===== config.mk =====
export PLATFORM = sky130hd
export DESIGN_NAME = rfa_fault_arb
export DESIGN_NICKNAME = d
export VERILOG_FILES = /design/src/rtl/rfa_pkg.sv /design/src/rtl/rfa_tmr_reg.sv /design/src/rtl/rfa_cmp.sv /design/src/rtl/rfa_fault_arb.sv
export SDC_FILE = /design/constraint.sdc
export NUM_CORES = 1
export LEC_CHECK = 0
export BUFFER_PORTS_ARGS = -buffer_cell sky130_fd_sc_hd__buf_2
export CORE_MARGIN = 2
export CORE_UTILIZATION = 25
export DETAILED_ROUTE_END_ITERATION = 7
export PLACE_DENSITY_LB_ADDON = 0.1
export SLEW_MARGIN = 20
export SYNTH_ARGS = -nofsm -noshare
export SYNTH_HDL_FRONTEND = slang
export SYNTH_SLANG_ARGS = --single-unit

===== constraint.sdc =====
create_clock -name clk -period 2.5 [get_ports clk]
set_input_delay 0.375 -clock clk [delete_from_list [all_inputs] [get_ports clk]]
set_output_delay 0.375 -clock clk [all_outputs]
set_load 0.01 [all_outputs]

===== src/rtl/rfa_pkg.sv =====
package rfa_pkg;

   typedef enum logic [1:0] {
      MD_CHECK   = 2'b00,
      MD_REPLAY  = 2'b01,
      MD_RECOVER = 2'b10
   } mode_e;

   localparam int NFIELD = 6;

endpackage


===== src/rtl/rfa_tmr_reg.sv =====
module rfa_tmr_reg #(
   parameter int           W      = 2,
   parameter logic [W-1:0] RST    = '0,
   parameter bit           TMR_EN = 1'b1
) (
   input  logic         clk,
   input  logic         rst_n,
   input  logic [W-1:0] d,
   output logic [W-1:0] q,
   output logic         mis
);
   localparam int NC = TMR_EN ? 3 : 1;

   logic [NC-1:0][W-1:0] cp;

   always_ff @(posedge clk or negedge rst_n) begin
      if (!rst_n) cp <= {NC{RST}};
      else        cp <= {NC{d}};
   end

   generate
      if (TMR_EN) begin : g_vote
         assign q   = (cp[0] & cp[1]) | (cp[0] & cp[2]) | (cp[1] & cp[2]);
         assign mis = (cp[0] != cp[1]) || (cp[0] != cp[2]);
      end else begin : g_single
         assign q   = cp[0];
         assign mis = 1'b0;
      end
   endgenerate
endmodule


===== src/rtl/rfa_cmp.sv =====
module rfa_cmp #(
   parameter int AW = 32,
   parameter int IW = 32,
   parameter int DW = 32
) (
   input  logic [AW-1:0] a_pc,
   input  logic [IW-1:0] a_ins,
   input  logic [DW-1:0] a_opa,
   input  logic [DW-1:0] a_opb,
   input  logic [DW-1:0] a_res,
   input  logic [AW-1:0] a_npc,
   input  logic [AW-1:0] b_pc,
   input  logic [IW-1:0] b_ins,
   input  logic [DW-1:0] b_opa,
   input  logic [DW-1:0] b_opb,
   input  logic [DW-1:0] b_res,
   input  logic [AW-1:0] b_npc,
   output logic          same
);
   import rfa_pkg::*;

   logic [NFIELD-1:0] diff;

   always_comb begin
      diff[0] = (a_pc  != b_pc);
      diff[1] = (a_ins != b_ins);
      diff[2] = (a_opa != b_opa);
      diff[3] = (a_opb != b_opb);
      diff[4] = (a_res != b_res);
      diff[5] = (a_npc != b_npc);
   end

   assign same = ~|diff;
endmodule


===== src/rtl/rfa_fault_arb.sv =====
module rfa_fault_arb
   import rfa_pkg::*;
#(
   parameter int AW     = 32,
   parameter int IW     = 32,
   parameter int DW     = 32,
   parameter int CW     = 4,
   parameter bit TMR_EN = 1'b1
) (
   input  logic          clk,
   input  logic          rst_n,
   input  logic          core_vld,
   input  logic [AW-1:0] core_pc,
   input  logic [IW-1:0] core_ins,
   input  logic [DW-1:0] core_opa,
   input  logic [DW-1:0] core_opb,
   input  logic [DW-1:0] core_res,
   input  logic [AW-1:0] core_npc,
   input  logic          chk_vld,
   input  logic [AW-1:0] chk_pc,
   input  logic [IW-1:0] chk_ins,
   input  logic [DW-1:0] chk_opa,
   input  logic [DW-1:0] chk_opb,
   input  logic [DW-1:0] chk_res,
   input  logic [AW-1:0] chk_npc,
   output logic          commit_o,
   output logic [DW-1:0] commit_res_o,
   output logic [AW-1:0] commit_npc_o,
   output logic          replay_o,
   output logic          restart_o,
   output logic [AW-1:0] restart_pc_o,
   output logic          flt_chk_o,
   output logic          flt_core_o,
   output logic [1:0]    mode_o,
   output logic [CW-1:0] cnt_chk_o,
   output logic [CW-1:0] cnt_core_o,
   output logic          scrub_o
);
   localparam logic [CW-1:0] CNT_TOP = '1;

   generate
      if (AW < 1 || IW < 1 || DW < 1) begin : g_bad_width
         $error("rfa_fault_arb: field widths must be positive");
      end
      if (CW < 1 || CW > 32) begin : g_bad_cw
         $error("rfa_fault_arb: CW out of range");
      end
   endgenerate

   // voted control state
   logic [1:0]    st_q, st_d;
   logic [CW-1:0] ck_q, ck_d, cc_q, cc_d;
   logic          mis_st, mis_ck, mis_cc;
   mode_e         st;

   rfa_tmr_reg #(.W(2), .RST(MD_CHECK), .TMR_EN(TMR_EN)) u_tmr_st (
      .clk(clk), .rst_n(rst_n), .d(st_d), .q(st_q), .mis(mis_st));
   rfa_tmr_reg #(.W(CW), .RST('0), .TMR_EN(TMR_EN)) u_tmr_ck (
      .clk(clk), .rst_n(rst_n), .d(ck_d), .q(ck_q), .mis(mis_ck));
   rfa_tmr_reg #(.W(CW), .RST('0), .TMR_EN(TMR_EN)) u_tmr_cc (
      .clk(clk), .rst_n(rst_n), .d(cc_d), .q(cc_q), .mis(mis_cc));

   assign st = mode_e'(st_q);

   // held core record for the third-opinion comparison
   logic [AW-1:0] h_pc, h_npc;
   logic [IW-1:0] h_ins;
   logic [DW-1:0] h_opa, h_opb, h_res;
   logic          hold_en;

   always_ff @(posedge clk or negedge rst_n) begin
      if (!rst_n) begin
         h_pc <= '0; h_ins <= '0; h_opa <= '0;
         h_opb <= '0; h_res <= '0; h_npc <= '0;
      end else if (hold_en) begin
         h_pc <= core_pc; h_ins <= core_ins; h_opa <= core_opa;
         h_opb <= core_opb; h_res <= core_res; h_npc <= core_npc;
      end
   end

   logic live_same, rep_same;

   rfa_cmp #(.AW(AW), .IW(IW), .DW(DW)) u_cmp_live (
      .a_pc(core_pc), .a_ins(core_ins), .a_opa(core_opa), .a_opb(core_opb),
      .a_res(core_res), .a_npc(core_npc),
      .b_pc(chk_pc), .b_ins(chk_ins), .b_opa(chk_opa), .b_opb(chk_opb),
      .b_res(chk_res), .b_npc(chk_npc), .same(live_same));

   rfa_cmp #(.AW(AW), .IW(IW), .DW(DW)) u_cmp_rep (
      .a_pc(h_pc), .a_ins(h_ins), .a_opa(h_opa), .a_opb(h_opb),
      .a_res(h_res), .a_npc(h_npc),
      .b_pc(chk_pc), .b_ins(chk_ins), .b_opa(chk_opa), .b_opb(chk_opb),
      .b_res(chk_res), .b_npc(chk_npc), .same(rep_same));

   // decision logic
   logic          n_commit, n_replay, n_restart, n_fck, n_fcc;
   logic [DW-1:0] n_res;
   logic [AW-1:0] n_npc, n_rpc;

   always_comb begin
      st_d      = st_q;
      ck_d      = ck_q;
      cc_d      = cc_q;
      hold_en   = 1'b0;
      n_commit  = 1'b0;
      n_replay  = 1'b0;
      n_restart = 1'b0;
      n_fck     = 1'b0;
      n_fcc     = 1'b0;
      n_res     = commit_res_o;
      n_npc     = commit_npc_o;
      n_rpc     = restart_pc_o;
      case (st)
         MD_CHECK: begin
            if (core_vld && chk_vld) begin
               if (live_same) begin
                  n_commit = 1'b1;
                  n_res    = core_res;
                  n_npc    = core_npc;
               end else begin
                  n_replay = 1'b1;
                  hold_en  = 1'b1;
                  st_d     = MD_REPLAY;
               end
            end
         end
         MD_REPLAY: begin
            if (chk_vld) begin
               n_commit = 1'b1;
               if (rep_same) begin
                  n_res = h_res;
                  n_npc = h_npc;
                  n_fck = 1'b1;
                  ck_d  = (ck_q == CNT_TOP) ? ck_q : ck_q + 1'b1;
                  st_d  = MD_CHECK;
               end else begin
                  n_res     = chk_res;
                  n_npc     = chk_npc;
                  n_restart = 1'b1;
                  n_rpc     = chk_npc;
                  n_fcc     = 1'b1;
                  cc_d      = (cc_q == CNT_TOP) ? cc_q : cc_q + 1'b1;
                  st_d      = MD_RECOVER;
               end
            end
         end
         MD_RECOVER: begin
            if (chk_vld) begin
               n_commit = 1'b1;
               n_res    = chk_res;
               n_npc    = chk_npc;
               st_d     = MD_CHECK;
            end
         end
         default: st_d = MD_CHECK;
      endcase
   end

   always_ff @(posedge clk or negedge rst_n) begin
      if (!rst_n) begin
         commit_o     <= 1'b0;
         replay_o     <= 1'b0;
         restart_o    <= 1'b0;
         flt_chk_o    <= 1'b0;
         flt_core_o   <= 1'b0;
         commit_res_o <= '0;
         commit_npc_o <= '0;
         restart_pc_o <= '0;
      end else begin
         commit_o     <= n_commit;
         replay_o     <= n_replay;
         restart_o    <= n_restart;
         flt_chk_o    <= n_fck;
         flt_core_o   <= n_fcc;
         commit_res_o <= n_res;
         commit_npc_o <= n_npc;
         restart_pc_o <= n_rpc;
      end
   end

   assign mode_o     = st_q;
   assign cnt_chk_o  = ck_q;
   assign cnt_core_o = cc_q;
   assign scrub_o    = mis_st | mis_ck | mis_cc;
endmodule


==> flow_metrics.tcl <==
set metrics [dict create \
    status "complete, but fails checks" \
    violations "setup timing" \
    hpwl_um 63000 \
    cts_tree "yes" \
    final_area_um2 25000 \
    num_vias 14000 \
    num_io_pins 500 \
    viasPerCell 4.51 \
    core.rowCount 94 \
    worstSetupPathType "register to register" \
    synth_area_leader_cell "dfrtp_1" \
    gr-total-overflow 0 \
    area_growth_pct 51.3 \
    fin_skew_ps 14.1 \
    synth_compound_area_share_pct 2.40 \
    finalHoldViolations 0 \
    rsz0062_at_grt "yes" \
    combinationalPowerShare_pct 43.1 \
    initial_core_util_pct 25.2 \
    p_per_area_nw_per_um2 1040 \
    ys_top_cells_by_area "dfrtp_1, mux2_1, xor2_1" \
    ant_nets 0 \
    crit_start "h_pc[31]$_DFFE_PN0P_" \
    path_max_fanout 3 \
    clk_latency_ps 560 \
    layout-drive-gt1-share_pct 49.0 \
    setup-violations-final 225 \
    reg2reg_from "h_pc[31]$_DFFE_PN0P_" \
    finalPower_mw 26.1 \
    p_leak_nw 11.8 \
    firstDrtPassIters 5 \
    synth_top_family_by_area "XOR/XNOR gates" \
    die_h_um 261 \
    ir_worst_vdd_v 0.000438 \
    core_um2 65600 \
    p_sw_share_pct 36.7 \
    start_kind "register" \
    cts_root_buffer "clkbuf_16" \
    synth_cells 1393 \
    die_w_um 261 \
    synth_warnings 0 \
    synth_top_area_share_pct 45.7 \
    arrival_ps 3240 \
    cts_sinks 302 \
    nFillCells 6595 \
    internal_power_mw 16.5 \
    maxCapViolations 0 \
    post-route-util_pct 38.2 \
    r2r-end "u_tmr_ck.cp[1]$_DFFE_PN0P_" \
    max_freq_mhz 357 \
    grt_pass1_vias 14600 \
    ff2ff_setup_slack_ps -300 \
    syn-num-nets 1787 \
    clockBufferDepth 3 \
    dieArea_um2 68300 \
    ys_ff_latch 302 \
    worstMarginPinSlew_ps 777 \
    synthMuxAreaShare_pct 20.1 \
    final_nets 2597 \
    relSlewSlack_pct 48.0 \
    syn_area_um2 16600 \
    path_clk_slew_ps 60 \
    period_minus_slack_ps 2800 \
    synth_fa_ha_area_share_pct 0.453 \
    drt-total-wl_um 82700 \
    first_iter_violations 618 \
    layout_setup_ws_ps -304 \
    ys_seq_area_share_pct 45.7 \
    wire_per_inst_um 26.7 \
    final_common_cell "buf_2" \
    ff2ff_path_depth 8 \
    required_ps 2940 \
    drcViolationCount 0 \
    placement.io_buffers 498 \
    hold_class "input pin to register" \
    p_seq_share_pct 33.7 \
    h-tree-depth 2 \
    post-route-period-util_pct 112 \
    track_usage_pct 22.2 \
    syn_area_per_cell_um2 11.9 \
    multiInputGateArea_um2 9280 \
    switching_power_mw 9.56 \
    synthXorXnorAreaFrac_pct 20.4 \
    grt_max_degree 69 \
    grt_pass1_wl_um 106000 \
    critPathCapture "u_tmr_ck.cp[1]$_DFFE_PN0P_" \
    cts_inserted_buffers 41 \
    placed_area_um2 22000 \
    yosys.area_share.simple_pct 7.09 \
    register_area_um2 7560 \
    globalplace.congestion 0.827 \
    antenna_found_initial 16 \
    ys_types 30 \
    endpoint_kind "register" \
    final_cell_mix "buf_2, dfrtp_1, buf_4" \
    clockPowerShare_pct 23.1 \
    maxSlewViolCount 0 \
]
## metal layers
| layer | up-vias | GRT usage, % | routed length, um |
|---|---|---|---|
| met5 | - | 0 | 106 |
| met4 | 16 | 5.95 | 2400 |
| met3 | 106 | 4.01 | 3880 |
| met2 | 379 | 38.7 | 40800 |
| met1 | 7079 | 28.2 | 35500 |
| li1 | 6415 | - | - |
## kinds of logic after synthesis
| logic type | Yosys count |
|---|---|
| XOR/XNOR | 386 |
| AND/OR/NAND/NOR | 217 |
| buffers and inverters | 114 |
| AO/OA/AOI/OAI | 74 |
| multiplexers | 293 |
| other | 1 |
| flip-flops | 302 |
| adder cells (fa/ha/maj) | 6 |
## repair_timing
item,in CTS,in global routing
buffers inserted,0,15
hold buffers,1,0
endpoints found under the setup margin,300,298
cloned,0,24
endpoints found under the hold margin,53,0
pin swaps,9,22
resized for setup,46,178
## area by class of cell
cell class | count | share of cell area (%)
inverter | 66 | 0.989
timing repair buffer | 814 | 22.0
tap | 864 | 4.32
multi-input combinational | 978 | 37.0
sequential | 302 | 30.2
clock inverter | 12 | 0.640
clock buffer | 59 | 4.73
antenna | 7 | 0.0699
## worst max-delay path, cell delays in order, from the launching register on
cell      delay [ps]
dfrtp_1          390
xor2_1           270
nor4_2           410
nand4_1          260
nor4_4           420
buf_4            200
nand3_2          110
a311oi_2         290
mux2_4           330
## power by group through the flow
| stage | clock [mW] | combinational [mW] | sequential, mW |
|---|---|---|---|
| after floorplan | 0 | 4.60 | 8.93 |
| after global placement | 0 | 9.27 | 8.72 |
| after detailed placement | 0 | 9.40 | 8.81 |
| after CTS | 6.23 | 9.63 | 8.74 |
| after global routing | 6.42 | 12.0 | 9.12 |
| final | 6.04 | 11.2 | 8.80 |
## through the flow
| step | TNS, ps | hold slack [ps] | std cells | setup WS, ps |
|---|---|---|---|---|
| 6_report | -15650 | 47.8 | 3102 | -304 |
| 5_1_grt | -30370 | 30.9 | 3099 | -375 |
| 4_1_cts | -9430 | 23.1 | 3058 | -315 |
| 3_5_place_dp | -267630 | 428 | 2986 | -1000 |
| 3_3_place_gp | -264270 | 423 | 2986 | -1010 |
| 2_1_floorplan | 0 | 79.4 | 1393 | 226 |
## worst min-delay path by stage
stage,start,to,slack [ps],cells after the start
finish,core_opa[21],h_opa[21]$_DFFE_PN0P_,50,2
global route,core_opa[21],h_opa[21]$_DFFE_PN0P_,30,2
CTS,core_opa[6],h_opa[6]$_DFFE_PN0P_,20,2
detailed placement,rst_n,commit_res_o[30]$_DFFE_PN0P_,430,1
global placement,rst_n,commit_res_o[30]$_DFFE_PN0P_,420,1
floorplan,rst_n,commit_npc_o[0]$_DFFE_PN0P_,80,0
## sequential cells by signal (all words and copies together) (netlist names), 2 cells and up
name,cells
u_tmr_cc.cp,4
h_res,32
u_tmr_st.cp,2
h_opa,32
commit_npc_o,32
h_ins,32
h_npc,32
u_tmr_ck.cp,4
h_opb,32
restart_pc_o,32
h_pc,32
commit_res_o,32
## cells in the mapped netlist
| library cell | count |
|---|---|
| a21boi_2 | 1 |
| a21oi_1 | 3 |
| a311oi_2 | 1 |
| a31oi_1 | 2 |
| a32o_1 | 1 |
| and3_1 | 1 |
| buf_1 | 3 |
| buf_4 | 4 |
| buf_6 | 26 |
| clkbuf_1 | 15 |
| conb_1 | 1 |
| dfrtp_1 | 302 |
| ha_1 | 6 |
| inv_1 | 66 |
| mux2_1 | 228 |
| mux2_2 | 57 |
| mux2_4 | 8 |
| nand2_1 | 70 |
| nand2b_1 | 4 |
| nand3_1 | 4 |
| nand4_1 | 52 |
| nor2_1 | 7 |
| nor2b_1 | 2 |
| nor3_1 | 1 |
| nor4_1 | 75 |
| nor4_4 | 1 |
| o21a_1 | 1 |
| o21ai_0 | 65 |
| xnor2_1 | 129 |
| xor2_1 | 257 |
Note: power is estimated with default switching activity, not from simulation.
